<file path="config.mk">
export PLATFORM = sky130hd
export DESIGN_NAME = dts_gate_seq
export DESIGN_NICKNAME = d
export VERILOG_FILES = /design/src/rtl/dts_pkg.sv /design/src/rtl/dts_supply_mon.sv /design/src/rtl/dts_shutdown_filt.sv /design/src/rtl/dts_seq_fsm.sv /design/src/rtl/dts_gate_seq.sv
export SDC_FILE = /design/constraint.sdc
export NUM_CORES = 1
export LEC_CHECK = 0
export BUFFER_PORTS_ARGS = -buffer_cell sky130_fd_sc_hd__buf_2
export CAP_MARGIN = 20
export CORE_ASPECT_RATIO = 0.6
export CORE_UTILIZATION = 58
export DETAILED_ROUTE_END_ITERATION = 8
export PLACE_DENSITY = 0.78
export SLEW_MARGIN = 40
export SYNTH_ARGS = -nofsm -noshare
export SYNTH_HDL_FRONTEND = slang
export SYNTH_SLANG_ARGS = --single-unit
</file>
<file path="constraint.sdc">
create_clock -name clk_i -period 2 [get_ports clk_i]
set_clock_uncertainty 0.05 [all_clocks]
set_input_delay 0 -clock clk_i [delete_from_list [all_inputs] [get_ports clk_i]]
set_output_delay 0 -clock clk_i [all_outputs]
set_load 0.05 [all_outputs]
</file>
<file path="src/rtl/dts_pkg.sv">
package dts_pkg;
  typedef enum logic [2:0] {
    ST_IDLE   = 3'd0,
    ST_LO_OFF = 3'd1,
    ST_HI_DLY = 3'd2,
    ST_HI_ON  = 3'd3,
    ST_HI_OFF = 3'd4,
    ST_LO_ON  = 3'd5,
    ST_FAULT  = 3'd6
  } seq_state_e;
endpackage

</file>
<file path="src/rtl/dts_supply_mon.sv">
module dts_supply_mon (
  input  logic clk_i,
  input  logic rst_ni,
  input  logic sup_rise_i,
  input  logic sup_fall_i,
  output logic run_o,
  output logic prot_o
);
  logic run_q, armed_q;

  always_ff @(posedge clk_i or negedge rst_ni) begin
    if (!rst_ni) begin
      run_q   <= 1'b0;
      armed_q <= 1'b1;
    end else if (!run_q && sup_rise_i) begin
      run_q   <= 1'b1;
      armed_q <= 1'b0;
    end else if (run_q && sup_fall_i) begin
      run_q   <= 1'b0;
    end
  end

  assign run_o  = run_q;
  assign prot_o = armed_q;

  a_r10_no_rearm: assert property (@(posedge clk_i) disable iff (!rst_ni)
    !armed_q |=> !armed_q);
  a_r8_hold_run: assert property (@(posedge clk_i) disable iff (!rst_ni)
    (run_q && !sup_fall_i) |=> run_q);
  a_r8_drop_run: assert property (@(posedge clk_i) disable iff (!rst_ni)
    (run_q && sup_fall_i) |=> !run_q);
endmodule

</file>
<file path="src/rtl/dts_shutdown_filt.sv">
module dts_shutdown_filt #(
  parameter int HOLDOFF_CYC = 16
) (
  input  logic clk_i,
  input  logic rst_ni,
  input  logic mid_i,
  output logic sd_o
);
  localparam int CW = $clog2(HOLDOFF_CYC + 1);
  localparam logic [CW-1:0] LIM = CW'(HOLDOFF_CYC - 1);

  logic [CW-1:0] cnt_q;
  logic          sd_q;

  always_ff @(posedge clk_i or negedge rst_ni) begin
    if (!rst_ni) begin
      cnt_q <= '0;
      sd_q  <= 1'b0;
    end else if (!mid_i) begin
      cnt_q <= '0;
      sd_q  <= 1'b0;
    end else if (!sd_q) begin
      if (cnt_q == LIM) begin
        sd_q  <= 1'b1;
        cnt_q <= '0;
      end else begin
        cnt_q <= cnt_q + 1'b1;
      end
    end
  end

  assign sd_o = sd_q;

  a_r5_sd_needs_mid: assert property (@(posedge clk_i) disable iff (!rst_ni)
    $rose(sd_q) |-> $past(mid_i));
  a_r6_sd_release: assert property (@(posedge clk_i) disable iff (!rst_ni)
    !mid_i |=> !sd_q);
endmodule

</file>
<file path="src/rtl/dts_seq_fsm.sv">
module dts_seq_fsm
  import dts_pkg::*;
#(
  parameter int PROP_DLY_CYC = 4,
  parameter int TIMEOUT_CYC  = 64
) (
  input  logic clk_i,
  input  logic rst_ni,
  input  logic en_i,
  input  logic pwm_i,
  input  logic mid_i,
  input  logic lg_low_i,
  input  logic ph_low_i,
  input  logic hg_ph_low_i,
  output logic hi_en_o,
  output logic lo_en_o,
  output logic fault_o
);
  localparam int DW = $clog2(PROP_DLY_CYC + 1);
  localparam int TW = $clog2(TIMEOUT_CYC + 1);
  localparam logic [DW-1:0] DLIM = DW'(PROP_DLY_CYC - 1);
  localparam logic [TW-1:0] TLIM = TW'(TIMEOUT_CYC - 1);

  seq_state_e    state_q, state_d;
  logic [DW-1:0] dcnt_q;
  logic [TW-1:0] wcnt_q;
  logic          want_hi, want_lo, waiting;

  assign want_hi = !mid_i && pwm_i;
  assign want_lo = !mid_i && !pwm_i;
  assign waiting = (state_q == ST_LO_OFF) || (state_q == ST_HI_OFF);

  always_comb begin
    state_d = state_q;
    if (state_q == ST_FAULT) begin
      state_d = ST_FAULT;
    end else if (!en_i) begin
      state_d = ST_IDLE;
    end else begin
      unique case (state_q)
        ST_IDLE: begin
          if (want_hi)      state_d = ST_LO_OFF;
          else if (want_lo) state_d = ST_HI_OFF;
        end
        ST_LO_ON:  if (want_hi) state_d = ST_LO_OFF;
        ST_LO_OFF: begin
          if (want_lo)             state_d = ST_HI_OFF;
          else if (lg_low_i)       state_d = ST_HI_DLY;
          else if (wcnt_q == TLIM) state_d = ST_FAULT;
        end
        ST_HI_DLY: begin
          if (want_lo)             state_d = ST_HI_OFF;
          else if (dcnt_q == DLIM) state_d = ST_HI_ON;
        end
        ST_HI_ON:  if (want_lo) state_d = ST_HI_OFF;
        ST_HI_OFF: begin
          if (want_hi)                     state_d = ST_LO_OFF;
          else if (ph_low_i || hg_ph_low_i) state_d = ST_LO_ON;
          else if (wcnt_q == TLIM)         state_d = ST_FAULT;
        end
        default: state_d = ST_FAULT;
      endcase
    end
  end

  always_ff @(posedge clk_i or negedge rst_ni) begin
    if (!rst_ni) begin
      state_q <= ST_IDLE;
      dcnt_q  <= '0;
      wcnt_q  <= '0;
    end else begin
      state_q <= state_d;
      if (state_d != state_q) begin
        dcnt_q <= '0;
        wcnt_q <= '0;
      end else begin
        if (state_q == ST_HI_DLY) dcnt_q <= dcnt_q + 1'b1;
        if (waiting)              wcnt_q <= wcnt_q + 1'b1;
      end
    end
  end

  // gate with enable so a shutdown or supply drop acts in the same cycle
  assign hi_en_o = (state_q == ST_HI_ON) && en_i;
  assign lo_en_o = (state_q == ST_LO_ON) && en_i;
  assign fault_o = (state_q == ST_FAULT);

  a_r4_never_both: assert property (@(posedge clk_i) disable iff (!rst_ni)
    !(hi_en_o && lo_en_o));
  a_r1_hi_after_lg: assert property (@(posedge clk_i) disable iff (!rst_ni)
    (state_q == ST_HI_DLY && $past(state_q) == ST_LO_OFF) |-> $past(lg_low_i));
  a_r3_lo_after_fb: assert property (@(posedge clk_i) disable iff (!rst_ni)
    (state_q == ST_LO_ON && $past(state_q) == ST_HI_OFF)
      |-> $past(ph_low_i || hg_ph_low_i));
  a_r12_fault_sticky: assert property (@(posedge clk_i) disable iff (!rst_ni)
    fault_o |=> (fault_o && !hi_en_o && !lo_en_o));
endmodule

</file>
<file path="src/rtl/dts_gate_seq.sv">
module dts_gate_seq #(
  parameter int PROP_DLY_CYC = 4,
  parameter int HOLDOFF_CYC  = 16,
  parameter int TIMEOUT_CYC  = 64
) (
  input  logic clk_i,
  input  logic rst_ni,
  input  logic pwm_i,
  input  logic pwm_mid_i,
  input  logic lg_low_i,
  input  logic ph_low_i,
  input  logic hg_ph_low_i,
  input  logic sup_rise_i,
  input  logic sup_fall_i,
  output logic hi_en_o,
  output logic lo_en_o,
  output logic prot_mode_o,
  output logic fault_o
);
  logic run, prot, sd, en;

  dts_supply_mon u_sup (
    .clk_i      (clk_i),
    .rst_ni     (rst_ni),
    .sup_rise_i (sup_rise_i),
    .sup_fall_i (sup_fall_i),
    .run_o      (run),
    .prot_o     (prot)
  );

  dts_shutdown_filt #(.HOLDOFF_CYC(HOLDOFF_CYC)) u_sd (
    .clk_i  (clk_i),
    .rst_ni (rst_ni),
    .mid_i  (pwm_mid_i),
    .sd_o   (sd)
  );

  assign en = run && !sd;

  dts_seq_fsm #(.PROP_DLY_CYC(PROP_DLY_CYC), .TIMEOUT_CYC(TIMEOUT_CYC)) u_fsm (
    .clk_i       (clk_i),
    .rst_ni      (rst_ni),
    .en_i        (en),
    .pwm_i       (pwm_i),
    .mid_i       (pwm_mid_i),
    .lg_low_i    (lg_low_i),
    .ph_low_i    (ph_low_i),
    .hg_ph_low_i (hg_ph_low_i),
    .hi_en_o     (hi_en_o),
    .lo_en_o     (lo_en_o),
    .fault_o     (fault_o)
  );

  assign prot_mode_o = prot;

  a_r9_prot_gates_off: assert property (@(posedge clk_i) disable iff (!rst_ni)
    prot_mode_o |-> (!hi_en_o && !lo_en_o));
  a_r5_sd_gates_off: assert property (@(posedge clk_i) disable iff (!rst_ni)
    sd |-> (!hi_en_o && !lo_en_o));
endmodule

</file>
After elaboration in Yosys (flattened, before gate mapping)

Index checks and enable logic that the tools add are counted.

Bits in registers: 21
Bits in latches: 0
Bits in writable memories: 0
Bits in read-only memories: 0
Output and inout bits: 4
Memories kept: 0

Add/subtract/negate cells: 3
Multipliers: 0
Divide/modulo/power cells: 0
$lt $le $gt $ge: 0
Equal/unequal tests: 11
Shift-type cells: 0
Mux-type cells: 25
Bitwise logic cells: 0
Reductions and logical operators: 17

Operator list:

| cell                                                | count |
|---|---|
| two-way mux 3 bit                                   | 14 |
| case mux 3 bit (6 select lines)                     | 1 |
| two-way mux 5 bit                                   | 3 |
| two-way mux 7 bit                                   | 2 |
| equality test 3 x 2 -> 1 bit, second input constant | 3 |
| equality test 3 bit, second input constant          | 3 |
| adder 7 x 1 -> 7 bit, second input constant         | 1 |
| equality test 7 x 6 -> 1 bit, second input constant | 1 |
| logical AND 1 bit                                   | 7 |
| nonzero test 2 bit                                  | 3 |
| adder 5 x 1 -> 5 bit, second input constant         | 1 |
| equality test 5 x 4 -> 1 bit, second input constant | 1 |
| two-way mux 1 bit                                   | 5 |
| zero test 1 bit                                     | 4 |
| adder 3 x 1 -> 3 bit, second input constant         | 1 |
| equality test 3 x 1 -> 1 bit, second input constant | 1 |
| zero test 3 bit                                     | 1 |
| != test 3 bit                                       | 1 |
| logical OR 1 bit                                    | 2 |
| != test 2 bit, second input constant                | 1 |

Logic depth before layout (Yosys ltp)

Gate-level depths: netlist (run 1).

Depth after elaboration: 9
Depth in mapped cells: 7
Depth with buffers taken out: 7

Cells and area by module

Synthesis (run 1) repeated with hierarchy kept, for this count alone.

Cells, all modules: 142
Area, all modules: 1420.1 µm²

By module, submodules not included:

| module            | times used | cells an instance | area an instance (µm²) | seq. area each (µm²) |
|---|---|---|---|---|
| dts_seq_fsm       | 1          | 112               | 1061.0                 | 325.3 |
| dts_shutdown_filt | 1          | 23                | 270.3                  | 150.1 |
| dts_supply_mon    | 1          | 6                 | 75.1                   | 51.3 |
| dts_gate_seq      | 1          | 1                 | 13.8                   | 0.0 |

Worst setup path after synthesis (run 1)

No wires, ideal clock.

Path type: register to register
Start point: register u_fsm.state_q[2]
End point: register u_fsm.state_q[1]
Setup time: 69 ps
Arrival time: 2090 ps
Data required time: 1881 ps
Slack: -210 ps
Stages on the path, launching flop included: 5
Path buffers: 1
Cell sequence: dfrtp_1 -> buf_2 -> clkinv_1 -> nor3_1 -> or2_2

RTL lines:

| element                | line               | RTL |
|---|---|---|
| start, declared        | dts_seq_fsm.sv:24  | `seq_state_e state_q, state_d;` |
| start signal, assigned | dts_seq_fsm.sv:72  | `state_q <= state_d;` |
| equality test 3 bit    | n/a                |  |
| net fault_o            | dts_gate_seq.sv:18 | `output logic fault_o` |
| two-way mux 3 bit      | dts_seq_fsm.sv:35  | `if (state_q == ST_FAULT) begin` |
| net u_fsm.state_d[1]   | dts_seq_fsm.sv:24  |  |

The timed path passes the listed nets, and every way through them passes these cells.
A chain may end at the register's enable or synchronous reset.

Final worst setup path (run 1)

Start point: register u_fsm.wcnt_q[0]
End point: register u_fsm.dcnt_q[2]

Cells in the longest elaborated chain, start to end: 9

RTL lines:

| element                                                        | line                                 | RTL |
|---|---|---|
| start, declared                                                | dts_seq_fsm.sv:26                    | `logic [TW-1:0] wcnt_q;` |
| start signal, assigned                                         | dts_seq_fsm.sv:78                    | `if (waiting) wcnt_q <= wcnt_q + 1'b1;` |
| equality test 7 x 6 -> 1 bit (*)                               | dts_seq_fsm.sv:49, dts_seq_fsm.sv:59 |  |
| two-way mux 3 bit (*)                                          | dts_seq_fsm.sv:49, dts_seq_fsm.sv:59 |  |
| two-way mux 3 bit, on equally long branches                    | dts_seq_fsm.sv:58, dts_seq_fsm.sv:48 |  |
| two-way mux 3 bit, on equally long branches                    | dts_seq_fsm.sv:57, dts_seq_fsm.sv:47 |  |
| case mux 3 bit (6 select lines) (*)                            | dts_seq_fsm.sv:40                    | `unique case (state_q)` |
| two-way mux 3 bit (*)                                          | dts_seq_fsm.sv:37                    | `end else if (!en_i) begin` |
| two-way mux 3 bit (*)                                          | dts_seq_fsm.sv:35                    |  |
| != test 3 bit (*)                                              | dts_seq_fsm.sv:73                    | `if (state_d != state_q) begin` |
| two-way mux 3 bit / nonzero test 2 bit (equally long branches) | n/a                                  |  |
| end signal, assigned                                           | dts_seq_fsm.sv:77                    | `if (state_q == ST_HI_DLY) dcnt_q <= dcnt_q + 1'b1;` |
| end, declared                                                  | dts_seq_fsm.sv:25                    | `logic [DW-1:0] dcnt_q;` |

Every way passes the cells marked *; elsewhere a longest branch is shown, timed or not.

==> results of run 1 <==
[critical path, stage by stage, from the launching register on]
cell and delay, ns:
dfrtp_1 0.39, ha_2 0.23, nand4b_2 0.12, or3_4 0.36, a21oi_1 0.19, a2bb2oi_2 0.20
buf_4 0.20, nor3_1 0.07
[kinds of logic after synthesis]
kind of cell               after synthesis  share of synthesized area
AOI/OAI and AO/OA                       30                      0.162
xor gates and xnor gates                 9                     0.0592
adders and majority gates                4                     0.0376
buffers and inverters                   11                     0.0376
DFF                                     21                      0.395
muxes                                    5                     0.0385
and+or+nand+nor                         67                      0.269
[report_power, final]
group | switching (W) | leakage, nW | total (W) | internal [W]
registers | 0.0000587 | 0.281 | 0.000525 | 0.000467
clock network | 0.000140 | 0.0255 | 0.000279 | 0.000139
logic | 0.000276 | 0.452 | 0.000474 | 0.000198
total | 0.000474 | 0.759 | 0.00128 | 0.000804
[how the worst min path moves through the flow]
stage | to | start
final | u_fsm.state_q[2]$_DFF_PN0_ | pwm_i
after CTS | u_fsm.state_q[2]$_DFF_PN0_ | pwm_i
after global routing | u_fsm.state_q[2]$_DFF_PN0_ | pwm_i
after global placement | u_fsm.state_q[1]$_DFF_PN0_ | rst_ni
after floorplan | u_fsm.dcnt_q[0]$_DFFE_PN0P_ | rst_ni
after detailed placement | u_fsm.state_q[1]$_DFF_PN0_ | rst_ni
[cell type report]
class,count,area [um^2],area share
inverters,5,18.8,0.0116
repair buffers,26,188,0.116
multi-input cells,116,802,0.495
clock inverters,1,5.00,0.00309
clock buffers,3,41.3,0.0255
flip-flops and latches,21,527,0.325
well taps,30,37.5,0.0232
[state kept, by name (all words and copies together), names as in the netlist]
register       cells
u_sd.cnt_q         5
u_fsm.dcnt_q       3
u_sd.sd_o          1
u_fsm.state_q      3
u_fsm.wcnt_q       7
u_sup.prot_o       1
u_sup.run_o        1
[cell usage in the layout (no fill, tap or decap), types with 4 or more instances in the layout]
cell type,Yosys,layout
inv_1,4,4
a21oi_1,8,8
buf_4,1,9
dfrtp_1,20,20
mux2i_1,4,4
xor2_1,8,8
nand3_1,4,4
nand2_1,18,18
dlygate4sd3_1,0,4
nor2_1,7,7
nor2b_1,7,7
nor3_1,15,14
buf_2,4,12
[synth_stat cells (2+ instances only)]
library cell  number  area, um^2
buf_2              4        20.0
nand2b_1           3        18.8
nand2_1           18        67.6
o22ai_1            3        18.8
nor4b_1            4        35.0
a21oi_1            8        40.0
ha_1               4        50.1
mux2i_1            4        40.0
o211ai_1           2        15.0
xor2_1             8        70.1
inv_1              4        15.0
o21ai_0            3        15.0
nor2_1             7        26.3
nor3b_1            2        15.0
dfrtp_1           20         500
nor3_1            15        75.1
a31oi_1            2        12.5
nand3_1            4        20.0
nor2b_1            7        43.8
[layer usage]
metal	wire length (um)	up-vias	track usage
li1	-	581	-
met1	1520	597	0.415
met2	1520	81	0.452
met3	356	10	0.0618
met4	58	0	0.0739
met5	0	-	0
[through the flow]
stage | cells | hold WS, ns | setup TNS, ns
2_1_floorplan | 147 | -0.346 | 0
3_3_place_gp | 192 | -0.0709 | 0
3_5_place_dp | 192 | -0.0641 | 0
4_1_cts | 200 | 0.114 | 0
5_1_grt | 202 | 0.197 | -0.00142
6_report | 202 | 0.168 | 0
[what timing repair did]
action | 4_1_cts | 5_1_grt
hold buffers | 4 | 0
endpoints found under the hold margin | 24 | 0
setup endpoints to repair | 0 | 10
resized for setup | 0 | 6
buffers inserted | 0 | 1
==> impl_metrics.tcl, run 1 <==
set metrics [dict create \
    outcome "finished clean" \
    dp.final_hpwl_mm 2.37 \
    grt_pass1_vias 1071 \
    powerDensity_nw_per_um2 789 \
    hp-class "input pin to flip-flop" \
    cts_buffers 3 \
    yosysWarnings 0 \
    drt_iter0_markers 153 \
    cts-root-buf "clkbuf_8" \
    route.detailed.drc 0 \
    fill_cells 152 \
    r2r-start "u_fsm.wcnt_q[0]$_DFFE_PN0P_" \
    synth_edf_count 0 \
    synth-seq-cells 21 \
    rows 13 \
    slew_viol_final 0 \
    syn_area_per_cell_um2 9.06 \
    reg2reg_to "u_fsm.dcnt_q[2]$_DFFE_PN0P_" \
    io_pins 13 \
    antenna_found_initial 0 \
    timing.fmax_mhz 521 \
    clockBufferDepth 2 \
    synthCells 147 \
    worst_slack_ns 0.0821 \
    cp.required_ns 2.10 \
    p_leak_nw 0.759 \
    critical_path.max_fanout 8 \
    path_clk_slew_ns 0.08 \
    slew_headroom 0.659 \
    die_area_um2 2500 \
    dr.pass1.iters 4 \
    vias 1269 \
    dp_slack_ns 0.0335 \
    htreeDepth 1 \
    synth_cell_types 44 \
    final_util 0.748 \
    finalSetupViolations 0 \
    dieHeight_um 39.1 \
    track_usage 0.291 \
    overflow 0 \
    period_share 0.959 \
    yosysSeqAreaShare 0.395 \
    placed_area_um2 1470 \
    nets 186 \
    totalPowerFinal_w 0.00128 \
    wl_mm 3.46 \
    r2r_setup_slack_ns 0.08 \
    rr_worst_depth 7 \
    fin_crit_ns 1.92 \
    endpoint "u_fsm.dcnt_q[2]$_DFFE_PN0P_" \
    cts.sinks 21 \
    ir_drop_uv 606 \
    worstMarginPinSlew_ns 0.504 \
    ant_nets 0 \
    globalplace.congestion 0.856 \
    initial_utilization 0.616 \
    dieWidth_um 63.9 \
    routedWlPerCell_um 17.1 \
    arrival_ns 2.02 \
    portBuffers 12 \
    grt_max_degree 22 \
    diodes 0 \
    hold_violations 0 \
    cp-start-kind "flip-flop" \
    critPathCaptureType "flip-flop" \
    viasPerCell 6.28 \
    clock_latency_ns 0.26 \
    synth.net_count 160 \
    ys.flop_type "dfrtp_1" \
    layout-drive-gt1-share 0.227 \
    async_flop_share 1.00 \
    critPathLaunch "u_fsm.wcnt_q[0]$_DFFE_PN0P_" \
    fp.coreArea_um2 2160 \
    crit_type "flip-flop to flip-flop" \
    cts_tree "done" \
    grt_pass1_wl_mm 5.10 \
    postLayoutCellArea_um2 1620 \
    syn2layout_area_growth_pct 21.5 \
    min_path_cells 4 \
    drv_cap 0 \
    syn-cell-area_um2 1330 \
]
No activity file was read; power rests on OpenSTA's default activity.
==> inputs of run 2 (changes only) <==
clock period = 2.2 ns   (was 2 ns; I/O delays follow)
==> run 2 against run 1 <==
Sequential cell count did not move. Setup slack improved by 0.088 ns. Critical path depth fell by 1. Fmax fell by 5.5%. Via count fell by 9.1%. Sequential power fell by 10%. Highest routed layer unchanged. Combinational power fell by 22%. Wire length fell by 15%.
==> impl_metrics.tcl, run 2 (synthesis results as in run 1) <==
set metrics [dict create \
    outcome "finished clean" \
    slew_viol_final 0 \
    path_clk_slew_ns 0.07 \
    syn2layout_area_growth_pct 14.1 \
    mostFrequentLayoutCells "dfrtp_1 (20), nand2_1 (18), nor3_1 (14)" \
    clockBufferDepth 2 \
    top_regs "u_fsm.wcnt_q: 7 flops, u_sd.cnt_q: 5 flops" \
    slew_headroom 0.624 \
    die_area_um2 2500 \
    worstMarginPinSlew_ns 0.560 \
    multi_input_area_um2 761 \
    rows 13 \
    arrival_ns 2.11 \
    cts_buffers 3 \
    crit_chain "ha_1 > nand4b_2 > or3_4 > a21oi_1 > a2bb2oi_2 > nor3_1" \
    dieHeight_um 39.1 \
    critPathCaptureType "flip-flop" \
    overflow 0 \
    cts_tree "done" \
    viasPerCell 5.91 \
    hold_violations 0 \
    dp.final_hpwl_mm 2.17 \
    hp-class "input pin to flip-flop" \
    grt_pass1_wl_mm 4.53 \
    cp_top_family "simple AND/OR/NAND/NOR gates" \
    dr.pass1.iters 4 \
    dieWidth_um 63.9 \
    critical_path.max_stage_delay_ns 0.39 \
    portBuffers 12 \
    routedWlPerCell_um 15.0 \
    critical_path.max_fanout 10 \
    track_usage 0.260 \
    fin_crit_ns 2.03 \
    layout-drive-gt1-share 0.176 \
    grt_pass1_vias 937 \
    cp.required_ns 2.28 \
    timing.fmax_mhz 493 \
    finalSetupViolations 0 \
    io_pins 13 \
    ant_nets 0 \
    globalplace.congestion 0.871 \
    regMostFlops "u_fsm.wcnt_q" \
    vias 1153 \
    diodes 0 \
    setup_tns_ns 0 \
    mostFrequentLayoutCell "dfrtp_1" \
    largest_register_ffs 7 \
    ir_drop_uv 455 \
    fp.coreArea_um2 2160 \
    postLayoutCellArea_um2 1520 \
    cpMaxStageDelayCell "dfrtp_1" \
    grt_max_degree 22 \
    cts.sinks 21 \
    clock_latency_ns 0.27 \
    cp_num_buf_inv 0 \
    cp-start-kind "flip-flop" \
    drv_cap 0 \
    wl_mm 2.93 \
    cts-root-buf "clkbuf_8" \
    period_share 0.923 \
    initial_utilization 0.616 \
    htreeDepth 1 \
    route.detailed.drc 0 \
    drt_iter0_markers 123 \
    nets 179 \
    powerDensity_nw_per_um2 718 \
    placed_area_um2 1430 \
    antenna_found_initial 0 \
    crit_type "flip-flop to flip-flop" \
    regArea_um2 527 \
    p_leak_nw 0.698 \
    fill_cells 165 \
    rsz0062_at_grt "false" \
]
run 2: worst min-delay path, cell delays in order:
cell	delay, ns
buf_2	0.10
nor2_1	0.08
a21oi_1	0.14
o22ai_1	0.10
run 2: final cells by class:
cell class              instances  share of cell area
multi-input cells             115               0.500
flip-flops and latches         21               0.347
repair buffers                 20              0.0856
clock buffers                   3              0.0272
well taps                      30              0.0247
inverters                       5              0.0123
clock inverters                 1             0.00329
run 2: what timing repair did:
| item | in CTS | in global routing |
|---|---|---|
| endpoints found under the hold margin | 25 | 0 |
| gates resized for setup | 0 | 0 |
| buffers inserted | 0 | 0 |
| hold buffers | 4 | 0 |
run 2: layer usage:
metal / share of wire / track usage / vias to the layer above / routed length (um)
li1: - / - / 564 / -
met1: 0.49 / 0.378 / 519 / 1430
met2: 0.40 / 0.383 / 65 / 1180
met3: 0.097 / 0.0676 / 5 / 283
met4: 0.012 / 0.0568 / 0 / 34
met5: 0 / 0 / - / 0
run 2: final timing paths:
check	to	from	depth (start not counted)	slack, ns
max	u_fsm.wcnt_q[5]$_DFFE_PN0P_	u_fsm.wcnt_q[0]$_DFFE_PN0P_	6	0.17
min	u_fsm.state_q[2]$_DFF_PN0_	pwm_i	4	0.16
max reg2reg	u_fsm.wcnt_q[5]$_DFFE_PN0P_	u_fsm.wcnt_q[0]$_DFFE_PN0P_	6	0.17
min reg2reg	u_sup.prot_o$_DFFE_PN1P_	u_sup.prot_o$_DFFE_PN1P_	1	0.44
max in group asynchronous	u_sup.prot_o$_DFFE_PN1P_	rst_ni	2	1.59
min in group asynchronous	u_fsm.wcnt_q[0]$_DFFE_PN0P_	rst_ni	2	0.17
run 2: where the power goes:
part / switching (W) / leakage (nW) / internal (W)
clock: 0.000126 / 0.0255 / 0.000127
sequential: 0.0000470 / 0.281 / 0.000425
combinational: 0.000224 / 0.391 / 0.000143
total: 0.000398 / 0.698 / 0.000694
run 2: through the flow:
stage,hold WS (ns),setup WS [ns],total power [W],util,std cells
finish,0.159,0.170,0.00109,0.703,195
global route,0.144,0.0378,0.00115,0.703,195
CTS,0.114,0.175,0.00109,0.703,195
detailed placement,-0.0676,0.187,0.000830,0.663,187
global placement,-0.0738,0.251,0.000814,0.663,187
floorplan,-0.346,0.305,0.000738,-,147
